[src/rtl/tmr_pkg.sv]
// Package: shared types and register addresses for the overflow timer.
// Assumes: the control byte layout below is the one software programs.
package tmr_pkg;

    localparam int DATA_W  = 8;
    localparam int ADDR_W  = 2;
    localparam int RATIO_W = 3;

    localparam logic [ADDR_W-1:0] ADDR_CTRL = 2'd0;
    localparam logic [ADDR_W-1:0] ADDR_CNTL = 2'd1;
    localparam logic [ADDR_W-1:0] ADDR_CNTH = 2'd2;
    localparam logic [ADDR_W-1:0] ADDR_FLAG = 2'd3;

    // Control byte, bit 7 down to bit 0.
    typedef struct packed {
        logic               run;
        logic               narrow;
        logic               ext_src;
        logic               fall_edge;
        logic               bypass;
        logic [RATIO_W-1:0] ratio;
    } tmr_ctrl_t;

endpackage

[src/rtl/tmr_tick_src.sv]
// Module: tmr_tick_src
// Produces one source tick per cycle: every clock for the internal source,
// or a one-cycle pulse per selected edge of the synchronized external input.
// Assumes: SYNC_STAGES >= 2; ext_in is asynchronous to clk.
module tmr_tick_src #(
    parameter int SYNC_STAGES = 2
) (
    input  logic clk,
    input  logic rst_n,
    input  logic ext_in,
    input  logic ext_src,
    input  logic fall_edge,
    output logic tick
);

    logic [SYNC_STAGES-1:0] sync_q;
    logic                   last_q;
    logic                   rise_p;
    logic                   fall_p;
    logic                   ext_tick;

    // Synchronizer chain, one flop per stage.
    genvar s;
    generate
        for (s = 0; s < SYNC_STAGES; s++) begin : g_sync
            if (s == 0) begin : g_first
                // First stage captures the raw input.
                always_ff @(posedge clk) begin
                    if (!rst_n) sync_q[0] <= 1'b0;
                    else        sync_q[0] <= ext_in;
                end
            end else begin : g_next
                // Later stages shift the value along.
                always_ff @(posedge clk) begin
                    if (!rst_n) sync_q[s] <= 1'b0;
                    else        sync_q[s] <= sync_q[s-1];
                end
            end
        end
    endgenerate

    // Previous synchronized level, used for edge detection.
    always_ff @(posedge clk) begin
        if (!rst_n) last_q <= 1'b0;
        else        last_q <= sync_q[SYNC_STAGES-1];
    end

    // Edge pulses and source selection.
    always_comb begin
        rise_p   = sync_q[SYNC_STAGES-1] & ~last_q;
        fall_p   = ~sync_q[SYNC_STAGES-1] & last_q;
        ext_tick = fall_edge ? fall_p : rise_p;
        tick     = ext_src ? ext_tick : 1'b1;
    end

    // Edge pulses of one polarity cannot occur in consecutive cycles.
    assert_edge_single_R11: assert property (@(posedge clk) disable iff (!rst_n)
        rise_p |=> !rise_p);
    assert_fall_single_R11: assert property (@(posedge clk) disable iff (!rst_n)
        fall_p |=> !fall_p);

endmodule

[src/rtl/tmr_prescaler.sv]
// Module: tmr_prescaler
// Hidden power-of-two divider in front of the counter. Ratio n divides the
// source ticks by 2^(n+1). In bypass, every source tick advances the count.
// Assumes: clr is asserted only while the divider is assigned.
module tmr_prescaler #(
    parameter int PRE_W   = 8,
    parameter int RATIO_W = 3
) (
    input  logic               clk,
    input  logic               rst_n,
    input  logic               run,
    input  logic               bypass,
    input  logic [RATIO_W-1:0] ratio,
    input  logic               tick,
    input  logic               clr,
    output logic               adv
);

    logic [PRE_W-1:0] pre_q;
    logic [PRE_W-1:0] mask;
    logic             full;
    logic             step;

    // Mask of the low (ratio+1) bits that must roll over.
    always_comb begin
        for (int i = 0; i < PRE_W; i++) mask[i] = (i <= int'(ratio));
        full = &(pre_q | ~mask);
        step = run & tick;
        adv  = step & (bypass | full);
    end

    // Divider count: clear on count write, else step when assigned.
    always_ff @(posedge clk) begin
        if (!rst_n)                pre_q <= '0;
        else if (clr)              pre_q <= '0;
        else if (step && !bypass)  pre_q <= pre_q + 1'b1;
    end

    assert_clear_R5: assert property (@(posedge clk) disable iff (!rst_n)
        clr |=> pre_q == '0);
    assert_hold_R10: assert property (@(posedge clk) disable iff (!rst_n)
        (!run && !clr) |=> $stable(pre_q));
    assert_rollover_R4: assert property (@(posedge clk) disable iff (!rst_n)
        (adv && !bypass && !clr) |=> (pre_q & $past(mask)) == '0);

endmodule

[src/rtl/tmr_counter.sv]
// Module: tmr_counter
// The visible count with byte-wide loads and 8/16-bit overflow detection.
// Assumes: a byte load in a cycle suppresses that cycle's advance.
module tmr_counter #(
    parameter int CNT_W  = 16,
    parameter int LOW_W  = 8,
    parameter int DATA_W = 8
) (
    input  logic              clk,
    input  logic              rst_n,
    input  logic              narrow,
    input  logic              adv,
    input  logic              wr_lo,
    input  logic              wr_hi,
    input  logic [DATA_W-1:0] wr_byte,
    output logic [CNT_W-1:0]  count,
    output logic              ovf
);

    localparam int HIGH_W = CNT_W - LOW_W;

    logic [LOW_W-1:0]  lo_q;
    logic [HIGH_W-1:0] hi_q;
    logic              load;
    logic              do_adv;

    // Advance only when no byte load is pending; overflow point by mode.
    always_comb begin
        load   = wr_lo | wr_hi;
        do_adv = adv & ~load;
        ovf    = do_adv & (narrow ? (&lo_q) : (&{hi_q, lo_q}));
        count  = {hi_q, lo_q};
    end

    // Low byte: load, or count in either mode.
    always_ff @(posedge clk) begin
        if (!rst_n)      lo_q <= '0;
        else if (wr_lo)  lo_q <= wr_byte[LOW_W-1:0];
        else if (do_adv) lo_q <= lo_q + 1'b1;
    end

    // High byte: load, or carry from the low byte in 16-bit mode only.
    always_ff @(posedge clk) begin
        if (!rst_n)                            hi_q <= '0;
        else if (wr_hi)                        hi_q <= wr_byte[HIGH_W-1:0];
        else if (do_adv && !narrow && (&lo_q)) hi_q <= hi_q + 1'b1;
    end

    assert_wrap8_R6: assert property (@(posedge clk) disable iff (!rst_n)
        (ovf && narrow) |=> (count[LOW_W-1:0] == '0) && $stable(count[CNT_W-1:LOW_W]));
    assert_wrap16_R7: assert property (@(posedge clk) disable iff (!rst_n)
        (ovf && !narrow) |=> count == '0);
    assert_hold_R10: assert property (@(posedge clk) disable iff (!rst_n)
        (!adv && !load) |=> $stable(count));

endmodule

[src/rtl/prog_timer.sv]
// Module: prog_timer (top)
// Register decode, control register, sticky overflow flag and interrupt
// request around the tick source, prescaler and counter.
// Assumes: register reads are combinational; writes commit on the clock edge.
module prog_timer
    import tmr_pkg::*;
#(
    parameter int CNT_W       = 16,
    parameter int LOW_W       = 8,
    parameter int PRE_W       = 8,
    parameter int SYNC_STAGES = 2
) (
    input  logic              clk,
    input  logic              rst_n,
    input  logic              ext_in,
    input  logic              wr_en,
    input  logic [ADDR_W-1:0] wr_addr,
    input  logic [DATA_W-1:0] wr_data,
    input  logic [ADDR_W-1:0] rd_addr,
    output logic [DATA_W-1:0] rd_data,
    input  logic              irq_en,
    output logic              ovf_flag,
    output logic              irq
);

    tmr_ctrl_t        ctrl_q;
    logic             flag_q;
    logic             wr_ctrl;
    logic             wr_lo;
    logic             wr_hi;
    logic             flag_clr;
    logic             pre_clr;
    logic             tick;
    logic             adv;
    logic             ovf;
    logic [CNT_W-1:0] count;

    // Write decode.
    always_comb begin
        wr_ctrl  = wr_en && (wr_addr == ADDR_CTRL);
        wr_lo    = wr_en && (wr_addr == ADDR_CNTL);
        wr_hi    = wr_en && (wr_addr == ADDR_CNTH);
        flag_clr = wr_en && (wr_addr == ADDR_FLAG) && !wr_data[0];
        pre_clr  = (wr_lo || wr_hi) && !ctrl_q.bypass;
    end

    // Control register.
    always_ff @(posedge clk) begin
        if (!rst_n)       ctrl_q <= '0;
        else if (wr_ctrl) ctrl_q <= tmr_ctrl_t'(wr_data);
    end

    // Sticky flag: overflow sets and wins over a software clear.
    always_ff @(posedge clk) begin
        if (!rst_n)        flag_q <= 1'b0;
        else if (ovf)      flag_q <= 1'b1;
        else if (flag_clr) flag_q <= 1'b0;
    end

    tmr_tick_src #(
        .SYNC_STAGES (SYNC_STAGES)
    ) u_tick (
        .clk       (clk),
        .rst_n     (rst_n),
        .ext_in    (ext_in),
        .ext_src   (ctrl_q.ext_src),
        .fall_edge (ctrl_q.fall_edge),
        .tick      (tick)
    );

    tmr_prescaler #(
        .PRE_W   (PRE_W),
        .RATIO_W (RATIO_W)
    ) u_pre (
        .clk    (clk),
        .rst_n  (rst_n),
        .run    (ctrl_q.run),
        .bypass (ctrl_q.bypass),
        .ratio  (ctrl_q.ratio),
        .tick   (tick),
        .clr    (pre_clr),
        .adv    (adv)
    );

    tmr_counter #(
        .CNT_W  (CNT_W),
        .LOW_W  (LOW_W),
        .DATA_W (DATA_W)
    ) u_cnt (
        .clk     (clk),
        .rst_n   (rst_n),
        .narrow  (ctrl_q.narrow),
        .adv     (adv),
        .wr_lo   (wr_lo),
        .wr_hi   (wr_hi),
        .wr_byte (wr_data),
        .count   (count),
        .ovf     (ovf)
    );

    // Read mux and outputs.
    always_comb begin
        case (rd_addr)
            ADDR_CTRL: rd_data = ctrl_q;
            ADDR_CNTL: rd_data = DATA_W'(count[LOW_W-1:0]);
            ADDR_CNTH: rd_data = DATA_W'(count[CNT_W-1:LOW_W]);
            default:   rd_data = DATA_W'(flag_q);
        endcase
        ovf_flag = flag_q;
        irq      = flag_q & irq_en;
    end

    assert_ovf_wins_R8: assert property (@(posedge clk) disable iff (!rst_n)
        ovf |=> ovf_flag);
    assert_sticky_R8: assert property (@(posedge clk) disable iff (!rst_n)
        (ovf_flag && !flag_clr) |=> ovf_flag);
    assert_irq_gate_R9: assert property (@(posedge clk) disable iff (!rst_n)
        irq |-> (ovf_flag && irq_en));
    assert_ctrl_kept_R5: assert property (@(posedge clk) disable iff (!rst_n)
        (wr_lo || wr_hi) |=> $stable(ctrl_q));
    assert_no_ovf_idle_R10: assert property (@(posedge clk) disable iff (!rst_n)
        !ctrl_q.run |-> !ovf);

endmodule

[config.mk]
export PLATFORM = sky130hd
export DESIGN_NAME = prog_timer
export DESIGN_NICKNAME = d
export VERILOG_FILES = /design/src/rtl/tmr_pkg.sv /design/src/rtl/tmr_tick_src.sv /design/src/rtl/tmr_prescaler.sv /design/src/rtl/tmr_counter.sv /design/src/rtl/prog_timer.sv
export SDC_FILE = /design/constraint.sdc
export NUM_CORES = 1
export LEC_CHECK = 0
export BUFFER_PORTS_ARGS = -buffer_cell sky130_fd_sc_hd__buf_2
export CAP_MARGIN = 25
export CELL_PAD_IN_SITES_DETAIL_PLACEMENT = 0
export CELL_PAD_IN_SITES_GLOBAL_PLACEMENT = 2
export CORE_UTILIZATION = 37
export DETAILED_ROUTE_END_ITERATION = 10
export HOLD_SLACK_MARGIN = 0.1
export PLACE_DENSITY = 0.93
export SLEW_MARGIN = 40
export SYNTH_ARGS = -nofsm -noshare
export SYNTH_HDL_FRONTEND = slang
export SYNTH_SLANG_ARGS = --single-unit
[constraint.sdc]
create_clock -name clk -period 7 [get_ports clk]
set_clock_uncertainty 0.1 [all_clocks]
set_input_delay 2.1 -clock clk [delete_from_list [all_inputs] [get_ports clk]]
set_output_delay 2.1 -clock clk [all_outputs]
set_load 0.01 [all_outputs]
==> out/summary.txt, run 1 <==
Worst vdd ir -> 0.0000773 V
Path type of the worst setup path -> in -> out
Timing-limited maximum frequency -> 186 MHz
Max-slew headroom -> 47.6%
H-tree lvl count -> 2
Worst setup timing slack at the placement stage -> 1.58 ns
Resized cells post-CTS -> 0
Cell with the largest stage delay on the worst path -> sky130_fd_sc_hd__nor2b_1
Area growth, synth to finish -> 12.1%
Proportion of register bits with asynchronous set or reset after synthesis -> 0%
Cell seen most often among critical-path stages -> sky130_fd_sc_hd__buf_2
Filler Cells Inserted -> 589
Post-synthesis sequential element count -> 36
Switching power as a share of total power -> 27.6%
Cell-internal power -> 0.000303 W
Critical path peak fanout -> 9
Outcome -> completed
WL final -> 5770 um
Grt total ovfl -> 0
Fin nets -> 299
Final weighted congestion in routability-driven placement -> 0.778
Part of the power in registers -> 53.6%
Cell depth of the worst min-delay path -> 1
Via count of the first global-routing pass -> 1836
Unrepaired setup endpoints after global routing -> no
Source of the worst hold timing path -> u_tick.sync_q[0]
Post-detailed-route wirelength per cell -> 16.4 um
Final setup violation count -> 0
Initial Util -> 38.5%
Maximum number of buffers from clock root to sink -> 2
Leakage Power -> 0.848 nW
Die area -> 6070 um^2
Worst hold slack across all endpoints -> 0.335 ns
Post-route non-filler standard cell count -> 351
Number of pins exceeding their max-slew limit in the final report -> 0
Fin crit period -> 5.38 ns
Top Usage Layer GRT -> met2
Number of hold violations in the final report -> 0
Fraction of final layout cells sized beyond drive strength 1 -> 15.1%
Worst Setup Slack, final -> 1.62 ns
Power per Cell Area -> 175 nW/um^2
Average footprint of a synthesized cell -> 8.20 um^2
Portion of total power attributed to the clock network -> 33.0%
Floorplan row count -> 27
Total number of vias -> 2081
Critical path launch point type -> primary input
Crit Reg-Reg Startpoint -> ctrl_q[4]
Post-placement cell count -> 344
Antenna violations before repair -> 0
Post-synth EDFFs -> 0
Switch Pwr -> 0.000116 W
Count of unresolved DRC violations after routing -> 0
Area of the placeable core -> 5540 um^2
Per-cell via count in the routed design -> 5.93
Die Width -> 77.9 um
Synthesized netlist cell count -> 260
Clock sinks -> 36
Worst R2R Setup Slack -> 4.50 ns
Largest stage delay, worst path -> 0.49 ns
Most frequently used flop master after synthesis -> sky130_fd_sc_hd__dfxtp_1
Cell at the root of the clock tree -> sky130_fd_sc_hd__clkbuf_8
Detailed Place HPWL -> 4110 um
Wire length of the first global-routing pass -> 9580 um
Most frequent standard cell in the layout excluding fill and tap cells -> sky130_fd_sc_hd__dfxtp_1
Post-layout power -> 0.000419 W
CTS clk-pin slew, worst paths -> 0.06 ns
Cell-by-cell listing of the critical path -> buf_2, nor2b_1, nand2_1, o21ai_0, buf_2
Count of yosys warnings during synthesis -> 0
Number of clock buffers inserted by TritonCTS -> 5
Skew-Pair Late Insertion Delay -> 0.29 ns
Worst hold path class -> reg -> reg
Area used by multi-input combinational logic -> 1360 um^2
Mapped Nets -> 280
Met1 global-route usage -> 27.8%
Post-route clock period utilization -> 76.8%
Most frequent cells in the layout -> sky130_fd_sc_hd__dfxtp_1 (36), sky130_fd_sc_hd__buf_2 (26), sky130_fd_sc_hd__nand2_1 (25)
Logic depth of the worst register-to-register path -> 5
Global routing usage summed across all routing layers -> 20.4%
Number of setup buffers added after CTS -> 0
Fraction of the yosys area taken by sequential cells -> 33.8%
Combinational share of power -> 13.4%
Number of distinct library cell variants in the gate-level netlist after synthesis -> 50
Met2 Usage GRT -> 32.4%
# IOs -> 27
Routing usage on met3 -> 3.88%
Worst R2R End -> u_cnt.lo_q[3]
Input/output buffers -> 26
Total iterations of the first detailed-routing run -> 4
Number of hold buffers added after CTS -> 0
Count of inserted antenna diode cells -> 0
Sum of negative setup slack -> 0 ns
Type of element capturing the critical path -> output port
Slew at the pin with the worst max-slew slack -> 0.784 ns
Max Cap Violations -> 0
Largest net degree at the start of global routing -> 22
Count of nets left with antenna violations after detail routing -> 0
Syn Std Cell Area -> 2130 um^2
Hold EP -> u_tick.sync_q[1]
Vert. Die Dim -> 77.9 um
Seq. cell area -> 721 um^2
TritonCTS clock tree -> built
DRT iter0 DRCs -> 145
Critical path data arrival time -> 3.18 ns
Required time of the worst setup path -> 4.80 ns
## flip-flops by register name, indices dropped and copies added, names as in the netlist
signal / flops
ctrl_q: 8
u_tick.last_q: 1
ovf_flag: 1
u_cnt.lo_q: 8
u_cnt.hi_q: 8
u_pre.pre_q: 8
u_tick.sync_q: 2
## how the worst max path moves through the flow
| stage | from | end | cells past startpoint |
|---|---|---|---|
| 2_1_floorplan | rd_addr[1] | rd_data[0] | 2 |
| 5_1_grt | rd_addr[0] | rd_data[5] | 5 |
| 6_report | rd_addr[0] | rd_data[5] | 5 |
| 4_1_cts | rd_addr[0] | rd_data[5] | 5 |
| 3_3_place_gp | rd_addr[0] | rd_data[5] | 5 |
| 3_5_place_dp | rd_addr[0] | rd_data[5] | 5 |
## final cells by class
| class | instances | area share [%] |
|---|---|---|
| clock inverters | 1 | 0.209 |
| multi-input cells | 206 | 56.6 |
| flip-flops and latches | 36 | 30.1 |
| well taps | 72 | 3.77 |
| inverters | 3 | 0.471 |
| repair buffers | 27 | 5.75 |
| clock buffers | 6 | 3.03 |
## logic make-up after synthesis
family,count (synthesis),share of synthesized area [%]
adder cells (fa/ha/maj),3,1.76
flip-flops,36,33.8
AO/OA/AOI/OAI,57,19.2
buffers and inverters,18,3.52
AND/OR/NAND/NOR,121,29.9
multiplexers,17,8.56
XOR/XNOR,8,3.28
## power groups by stage
stage | registers, W | clock network, W | logic [W]
after CTS | 0.000224 | 0.000142 | 0.0000559
final | 0.000224 | 0.000138 | 0.0000563
after global placement | 0.000229 | 0 | 0.0000554
after floorplan | 0.000225 | 0 | 0.0000389
after global routing | 0.000226 | 0.000152 | 0.0000631
after detailed placement | 0.000229 | 0 | 0.0000556
## worst max-delay path: cells and delay by family
kind | cells | cell delay (ns)
simple gates | 2 | 0.59
compound gates | 1 | 0.12
buf+inv | 2 | 0.36
## metal layers
layer,part of all wire [%],up-vias
li1,-,1018
met1,47,994
met2,47,64
met3,5.0,5
met4,0.88,0
met5,0,-
## Yosys cell counts (2+ instances only)
| master | count | area [um^2] |
|---|---|---|
| sky130_fd_sc_hd__mux2i_1 | 16 | 160 |
| sky130_fd_sc_hd__o31ai_1 | 5 | 37.5 |
| sky130_fd_sc_hd__or4_1 | 4 | 30.0 |
| sky130_fd_sc_hd__nand3b_1 | 2 | 15.0 |
| sky130_fd_sc_hd__nor2_1 | 23 | 86.3 |
| sky130_fd_sc_hd__nand2b_1 | 2 | 12.5 |
| sky130_fd_sc_hd__a21oi_1 | 3 | 15.0 |
| sky130_fd_sc_hd__a21o_1 | 2 | 15.0 |
| sky130_fd_sc_hd__nor3_1 | 9 | 45.0 |
| sky130_fd_sc_hd__o31a_1 | 2 | 17.5 |
| sky130_fd_sc_hd__nor4b_1 | 3 | 26.3 |
| sky130_fd_sc_hd__nor3b_1 | 2 | 15.0 |
| sky130_fd_sc_hd__a211oi_1 | 3 | 22.5 |
| sky130_fd_sc_hd__and2_1 | 5 | 31.3 |
| sky130_fd_sc_hd__o211ai_1 | 2 | 15.0 |
| sky130_fd_sc_hd__inv_1 | 3 | 11.3 |
| sky130_fd_sc_hd__nand2_1 | 25 | 93.8 |
| sky130_fd_sc_hd__buf_1 | 2 | 7.51 |
| sky130_fd_sc_hd__dfxtp_1 | 36 | 721 |
| sky130_fd_sc_hd__clkbuf_1 | 12 | 45.0 |
| sky130_fd_sc_hd__or3_1 | 5 | 31.3 |
| sky130_fd_sc_hd__nand3_1 | 11 | 55.1 |
| sky130_fd_sc_hd__a311oi_1 | 3 | 26.3 |
| sky130_fd_sc_hd__o21ai_0 | 21 | 105 |
| sky130_fd_sc_hd__nor4_1 | 6 | 37.5 |
| sky130_fd_sc_hd__xor2_1 | 7 | 61.3 |
| sky130_fd_sc_hd__nor2b_1 | 2 | 12.5 |
| sky130_fd_sc_hd__ha_1 | 3 | 37.5 |
| sky130_fd_sc_hd__and3_1 | 6 | 37.5 |
| sky130_fd_sc_hd__nand4_1 | 10 | 62.6 |
| sky130_fd_sc_hd__a31oi_1 | 6 | 37.5 |
## stage by stage
step / util, % / cell area [um^2]
CTS: 42.9 / 2370
global route: 43.2 / 2390
finish: 43.2 / 2390
floorplan: - / 2130
detailed placement: 41.5 / 2300
global placement: 41.5 / 2300
No activity file was read; power rests on OpenSTA's default activity.
==> inputs of run 2 (changes only) <==
--- a/config.mk
+++ b/config.mk
@@ -9,10 +9,10 @@
 export CAP_MARGIN = 25
 export CELL_PAD_IN_SITES_DETAIL_PLACEMENT = 0
 export CELL_PAD_IN_SITES_GLOBAL_PLACEMENT = 2
-export CORE_UTILIZATION = 37
+export CORE_UTILIZATION = 31
 export DETAILED_ROUTE_END_ITERATION = 10
 export HOLD_SLACK_MARGIN = 0.1
-export PLACE_DENSITY = 0.93
+export PLACE_DENSITY = 0.84
 export SLEW_MARGIN = 40
 export SYNTH_ARGS = -nofsm -noshare
 export SYNTH_HDL_FRONTEND = slang
==> constraint.sdc (replaced) <==
create_clock -name clk -period 4.4 [get_ports clk]
set_clock_uncertainty 0.1 [all_clocks]
set_input_delay 1.32 -clock clk [delete_from_list [all_inputs] [get_ports clk]]
set_output_delay 1.32 -clock clk [all_outputs]
set_load 0.01 [all_outputs]
==> run 2 against run 1 <==
Sequential power is 60% higher. Non-clock buffer count stayed put. Critical path depth stayed put. Register-to-register slack worse by 2.7 ns. Combinational power is 61% higher. Die area is 19% higher. Cell count is 1.7% higher. Via count is 2.5% lower. Global-route usage is 2.6 points lower. First-iteration DRC count is 64% higher.
==> out/summary.txt, run 2 (synthesis results as in run 1) <==
Max-slew headroom -> 45.8% (-1.8 points)
CTS clk-pin slew, worst paths -> 0.08 ns (+0.02 ns)
Worst R2R Setup Slack -> 1.83 ns (-2.67 ns)
Post-layout power -> 0.000740 W (+77%)
Layout Cell Area excl Fill -> 2430 um^2 (+1.7%)
Total placed instance area -> 2330 um^2 (+1.3%)
Grt total ovfl -> 0 (unchanged)
Wire length of the first global-routing pass -> 9960 um (+4.0%)
# IOs -> 27 (unchanged)
Count of nets left with antenna violations after detail routing -> 0 (unchanged)
Post-route clock period utilization -> 84.6%
Worst hold path class -> reg -> reg
Fin nets -> 299 (unchanged)
Type of element capturing the critical path -> output port
Logic depth of the worst register-to-register path -> 6 (+1)
Critical path launch point type -> primary input
Skew-Pair Late Insertion Delay -> 0.29 ns (about the same)
Vert. Die Dim -> 85.0 um (+9.0%)
Clock sinks -> 36 (unchanged)
Area of the placeable core -> 6490 um^2 (+17%)
Antenna violations before repair -> 0 (unchanged)
Input/output buffers -> 26 (unchanged)
Endpoint of the worst setup timing path -> rd_data[2]
Power per Cell Area -> 304 nW/um^2 (+74%)
Unrepaired setup endpoints after global routing -> no
Via count of the first global-routing pass -> 1896 (+3.3%)
Most frequent standard cell in the layout excluding fill and tap cells -> sky130_fd_sc_hd__dfxtp_1
Count of unresolved DRC violations after routing -> 0 (unchanged)
Setup crit start -> rd_addr[1]
Worst vdd ir -> 0.000144 V (+86%)
Total number of vias -> 2029 (-2.5%)
Most frequent cells in the layout -> sky130_fd_sc_hd__dfxtp_1 (36), sky130_fd_sc_hd__buf_2 (26), sky130_fd_sc_hd__nand2_1 (25)
Resized cells post-CTS -> 0 (unchanged)
Number of hold violations in the final report -> 0 (unchanged)
Maximum number of buffers from clock root to sink -> 2 (unchanged)
Total iterations of the first detailed-routing run -> 6 (+2)
Global routing usage summed across all routing layers -> 17.8% (-2.6 points)
Die Width -> 85.0 um (+9.0%)
Number of clock buffers inserted by TritonCTS -> 5 (unchanged)
Worst Setup Slack, final -> 0.679 ns (-0.945 ns)
Worst R2R End -> u_cnt.hi_q[7]
Slew at the pin with the worst max-slew slack -> 0.805 ns (+0.0212 ns)
Largest net degree at the start of global routing -> 22 (unchanged)
Critical path peak fanout -> 9 (unchanged)
Number of pins exceeding their max-slew limit in the final report -> 0 (unchanged)
Die area -> 7220 um^2 (+19%)
Fin crit period -> 3.72 ns
Post-detailed-route wirelength per cell -> 16.8 um (+2.5%)
Outcome -> completed
Final weighted congestion in routability-driven placement -> 0.782 (+0.51%)
Cell at the root of the clock tree -> sky130_fd_sc_hd__clkbuf_8
Required time of the worst setup path -> 2.98 ns (-1.82 ns)
Floorplan row count -> 29 (+7.4%)
Crit Reg-Reg Startpoint -> u_cnt.lo_q[0]
Number of setup buffers added after CTS -> 0 (unchanged)
Max Cap Violations -> 0 (unchanged)
Detailed Place HPWL -> 4330 um (+5.4%)
Fraction of final layout cells sized beyond drive strength 1 -> 15.4% (+0.30 points)
Per-cell via count in the routed design -> 5.68 (-4.1%)
Area used by multi-input combinational logic -> 1360 um^2 (+0.37%)
TritonCTS clock tree -> built
DRT iter0 DRCs -> 238 (+64%)
WL final -> 6020 um (+4.2%)
Sum of negative setup slack -> 0 ns (unchanged)
Initial Util -> 32.8% (-5.7 points)
Filler Cells Inserted -> 670 (+14%)
Count of inserted antenna diode cells -> 0 (unchanged)
H-tree lvl count -> 2 (unchanged)
Final setup violation count -> 0 (unchanged)
Worst setup timing slack at the placement stage -> 0.645 ns (-0.934 ns)
Leakage Power -> 0.866 nW (+2.1%)
Path type of the worst setup path -> in -> out
Seq. cell area -> 721 um^2 (unchanged)
Area growth, synth to finish -> 14.1%
Critical path data arrival time -> 2.30 ns (-0.88 ns)
Number of hold buffers added after CTS -> 0 (unchanged)
Timing-limited maximum frequency -> 269 MHz
## run 2: changes by cell type in the layout (fill, tap and decap cells not counted), sizes merged
cell	delta
bufinv	+1
## run 2: cell type report
class / count / area share (%)
repair buffers: 27 / 5.66
well taps: 77 / 3.96
multi-input cells: 206 / 55.9
clock inverters: 2 / 1.44
inverters: 3 / 0.463
flip-flops and latches: 36 / 29.6
clock buffers: 6 / 2.98
## run 2: where the power goes
part | switching, W | internal (W)
clock network | 0.000123 | 0.000168
logic | 0.0000543 | 0.0000362
registers | 0.0000195 | 0.000339
total | 0.000197 | 0.000544
## run 2: through the flow
| stage | utilization (%) | hold slack [ns] | instances |
|---|---|---|---|
| 2_1_floorplan | - | 0.312 | 260 |
| 4_1_cts | 37.5 | 0.342 | 357 |
| 3_3_place_gp | 35.5 | 0.315 | 349 |
| 6_report | 37.5 | 0.336 | 357 |
| 5_1_grt | 37.5 | 0.371 | 357 |
| 3_5_place_dp | 35.8 | 0.323 | 349 |
## run 2: worst min path at each step
stage,from,endpoint,depth (start not counted),slack (ns)
floorplan,u_tick.sync_q[0],u_tick.sync_q[1],1,0.31
global placement,u_tick.sync_q[0],u_tick.sync_q[1],1,0.31
detailed placement,u_tick.sync_q[0],u_tick.sync_q[1],1,0.32
CTS,u_tick.sync_q[0],u_tick.sync_q[1],1,0.34
global route,u_tick.sync_q[0],u_tick.sync_q[1],1,0.37
finish,u_tick.sync_q[0],u_tick.sync_q[1],1,0.34
## run 2: critical path, stage by stage
cell and delay [ns]:
sky130_fd_sc_hd__buf_2 0.19, sky130_fd_sc_hd__nor2b_1 0.45, sky130_fd_sc_hd__nand2_1 0.09, sky130_fd_sc_hd__o21ai_0 0.09, sky130_fd_sc_hd__buf_2 0.15
## run 2: per-layer routing
layer	track usage (%)	wire length [um]
met3	3.50	286
met2	28.1	2850
met5	0	0
met1	24.7	2820
met4	5.24	59
==> inputs of run 3 (changes only) <==
--- a/config.mk
+++ b/config.mk
@@ -9,10 +9,10 @@
 export CAP_MARGIN = 25
 export CELL_PAD_IN_SITES_DETAIL_PLACEMENT = 0
 export CELL_PAD_IN_SITES_GLOBAL_PLACEMENT = 2
-export CORE_UTILIZATION = 31
+export CORE_UTILIZATION = 34
 export DETAILED_ROUTE_END_ITERATION = 10
 export HOLD_SLACK_MARGIN = 0.1
-export PLACE_DENSITY = 0.84
+export PLACE_DENSITY = 0.88
 export SLEW_MARGIN = 40
 export SYNTH_ARGS = -nofsm -noshare
 export SYNTH_HDL_FRONTEND = slang
==> constraint.sdc (replaced) <==
create_clock -name clk -period 3.7 [get_ports clk]
set_clock_uncertainty 0.1 [all_clocks]
set_input_delay 1.11 -clock clk [delete_from_list [all_inputs] [get_ports clk]]
set_output_delay 1.11 -clock clk [all_outputs]
set_load 0.01 [all_outputs]
==> run 3 against run 2 <==
Worst hold slack gained 0.0046 ns. Core utilization increased by 3.0 points. Sequential share of layout area increased by 0.076 points. Setup slack worse by 0.26 ns. First-iteration DRC count is 61% lower. Sequential power up 18%. Critical path depth increased by 1. Highest routed layer unchanged. Flip-flop and latch count is the same. Routed wire length decreased by 1.2%. Final area fell by 0.26%. Via count is 0.49% higher. Non-clock buffer count grew 3.
==> out/summary.txt, run 3 (synthesis results as in run 1) <==
Unrepaired setup endpoints after global routing -> no
Number of setup buffers added after CTS -> 0 (unchanged)
Count of nets left with antenna violations after detail routing -> 0 (unchanged)
Portion of total power attributed to the clock network -> 36.2% (-3.1 points)
Endpoint of the worst setup timing path -> rd_data[1]
Area growth, synth to finish -> 13.8%
Global routing usage summed across all routing layers -> 19.4% (+1.6 points)
CTS clk-pin slew, worst paths -> 0.08 ns (about the same)
Part of the power in registers -> 50.9% (+2.5 points)
Post-route clock period utilization -> 88.6%
Final setup violation count -> 0 (unchanged)
Most frequent standard cell in the layout excluding fill and tap cells -> sky130_fd_sc_hd__dfxtp_1
DRT iter0 DRCs -> 92 (-61%)
Slew at the pin with the worst max-slew slack -> 0.660 ns (-0.145 ns)
Initial Util -> 35.6% (+2.8 points)
Critical path data arrival time -> 2.07 ns (-0.23 ns)
Cell seen most often among critical-path stages -> sky130_fd_sc_hd__buf_2
Critical path launch point type -> primary input
Timing-limited maximum frequency -> 305 MHz
Switch Pwr -> 0.000238 W (+21%)
Leakage Power -> 0.873 nW (+0.80%)
Cell at the root of the clock tree -> sky130_fd_sc_hd__clkbuf_8
Fraction of final layout cells sized beyond drive strength 1 -> 16.3% (+0.90 points)
Area of the placeable core -> 5990 um^2 (-7.8%)
Resized cells post-CTS -> 0 (unchanged)
Power per Cell Area -> 343 nW/um^2 (+13%)
Final weighted congestion in routability-driven placement -> 0.786 (+0.61%)
Total number of vias -> 2039 (+0.49%)
Combinational share of power -> 12.9% (+0.7 points)
Die area -> 6600 um^2 (-8.6%)
Count of inserted antenna diode cells -> 0 (unchanged)
Path type of the worst setup path -> in -> out
Cell with the largest stage delay on the worst path -> sky130_fd_sc_hd__nor2b_1
Setup crit start -> rd_addr[0]
Worst R2R End -> u_cnt.hi_q[2]
Via count of the first global-routing pass -> 1866 (-1.6%)
Skew-Pair Late Insertion Delay -> 0.29 ns (about the same)
Largest stage delay, worst path -> 0.25 ns (-0.20 ns)
Total iterations of the first detailed-routing run -> 4 (-2)
Logic depth of the worst register-to-register path -> 5 (-1)
Cell-by-cell listing of the critical path -> buf_2, nor2b_1, buf_4, nand2_1, o21ai_0, buf_2
Number of hold buffers added after CTS -> 0 (unchanged)
Wire length of the first global-routing pass -> 9560 um (-4.1%)
Number of hold violations in the final report -> 0 (unchanged)
Input/output buffers -> 26 (unchanged)
Fin crit period -> 3.28 ns
Outcome -> completed
Fin nets -> 302 (+1.0%)
Maximum number of buffers from clock root to sink -> 2 (unchanged)
Number of clock buffers inserted by TritonCTS -> 5 (unchanged)
TritonCTS clock tree -> built
Worst vdd ir -> 0.000160 V (+11%)
Die Width -> 81.2 um (-4.4%)
Grt total ovfl -> 0 (unchanged)
WL final -> 5940 um (-1.2%)
Most frequent cells in the layout -> sky130_fd_sc_hd__dfxtp_1 (36), sky130_fd_sc_hd__buf_2 (26), sky130_fd_sc_hd__nand2_1 (25)
Worst R2R Setup Slack -> 1.44 ns (-0.39 ns)
Cell depth of the worst min-delay path -> 1 (unchanged)
Per-cell via count in the routed design -> 5.70 (+0.21%)
Floorplan row count -> 28 (-3.4%)
Sum of negative setup slack -> 0 ns (unchanged)
Number of pins exceeding their max-slew limit in the final report -> 0 (unchanged)
Crit Reg-Reg Startpoint -> u_pre.pre_q[5]
Filler Cells Inserted -> 626 (-6.6%)
Detailed Place HPWL -> 4200 um (-3.1%)
Worst hold path class -> reg -> reg
Clock sinks -> 36 (unchanged)
Cell-internal power -> 0.000595 W (+9.5%)
Vert. Die Dim -> 81.2 um (-4.4%)
H-tree lvl count -> 2 (unchanged)
# IOs -> 27 (unchanged)
Switching power as a share of total power -> 28.6% (+2.0 points)
Required time of the worst setup path -> 2.49 ns (-0.49 ns)
Worst hold slack across all endpoints -> 0.341 ns (+0.00464 ns)
Critical path peak fanout -> 9 (unchanged)
Max-slew headroom -> 55.8% (+10 points)
Post-detailed-route wirelength per cell -> 16.6 um (-1.5%)
Antenna violations before repair -> 0 (unchanged)
Max Cap Violations -> 0 (unchanged)
Type of element capturing the critical path -> output port
Count of unresolved DRC violations after routing -> 0 (unchanged)
Largest net degree at the start of global routing -> 22 (unchanged)
## run 3: cell types whose count changed in the layout (fill, tap and decap cells not counted)
cell                        previous run  this run
sky130_fd_sc_hd__buf_4                 1         4
sky130_fd_sc_hd__bufinv_16             1         0
sky130_fd_sc_hd__clkbuf_1              1         0
sky130_fd_sc_hd__clkbuf_8              5         6
sky130_fd_sc_hd__clkinv_2              1         2
sky130_fd_sc_hd__nor3b_1               1         2
sky130_fd_sc_hd__nor3b_4               1         0
## run 3: power by group through the flow
| stage | logic, W | registers, W | clock network, W |
|---|---|---|---|
| 4_1_cts | 0.000108 | 0.000425 | 0.000310 |
| 3_5_place_dp | 0.000107 | 0.000434 | 0 |
| 3_3_place_gp | 0.000106 | 0.000434 | 0 |
| 6_report | 0.000108 | 0.000425 | 0.000301 |
| 2_1_floorplan | 0.0000737 | 0.000426 | 0 |
| 5_1_grt | 0.000121 | 0.000428 | 0.000322 |
## run 3: stage by stage
| step | instances | utilization [%] | total power [W] | cell area, um^2 | setup WS, ns |
|---|---|---|---|---|---|
| 2_1_floorplan | 260 | - | 0.000499 | 2130 | 0.402 |
| 3_3_place_gp | 350 | 38.8 | 0.000540 | 2320 | 0.444 |
| 5_1_grt | 358 | 40.5 | 0.000871 | 2430 | 0.316 |
| 3_5_place_dp | 350 | 39.0 | 0.000541 | 2330 | 0.434 |
| 6_report | 358 | 40.5 | 0.000834 | 2430 | 0.420 |
| 4_1_cts | 358 | 40.5 | 0.000842 | 2430 | 0.433 |
## run 3: cell type report
| cell class | count | area (um^2) | area share (%) |
|---|---|---|---|
| clock buffer | 6 | 82.6 | 3.40 |
| timing repair buffer | 30 | 160 | 6.60 |
| sequential | 36 | 721 | 29.7 |
| tap | 75 | 93.8 | 3.87 |
| clock inverter | 2 | 10.0 | 0.412 |
| multi-input combinational | 206 | 1350 | 55.6 |
| inverter | 3 | 11.3 | 0.464 |
## run 3: critical path, delay by kind of cell
family	cells	cell delay, ns
AND/OR/NAND/NOR	2	0.31
AO/OA/AOI/OAI	1	0.09
buffers and inverters	3	0.57
## run 3: worst min-delay path by stage
stage,slack [ns],from,end
after global placement,0.32,u_tick.sync_q[0],u_tick.sync_q[1]
after CTS,0.35,u_tick.sync_q[0],u_tick.sync_q[1]
after floorplan,0.31,u_tick.sync_q[0],u_tick.sync_q[1]
final,0.34,u_tick.sync_q[0],u_tick.sync_q[1]
after global routing,0.38,u_tick.sync_q[0],u_tick.sync_q[1]
after detailed placement,0.33,u_tick.sync_q[0],u_tick.sync_q[1]
## run 3: routing by layer
| layer | vias up | global-route usage [%] | share of wire [%] |
|---|---|---|---|
| li1 | 1021 | - | - |
| met1 | 965 | 25.6 | 49 |
| met2 | 46 | 31.5 | 45 |
| met3 | 7 | 3.48 | 4.5 |
| met4 | 0 | 6.79 | 1.4 |
| met5 | - | 0 | 0 |
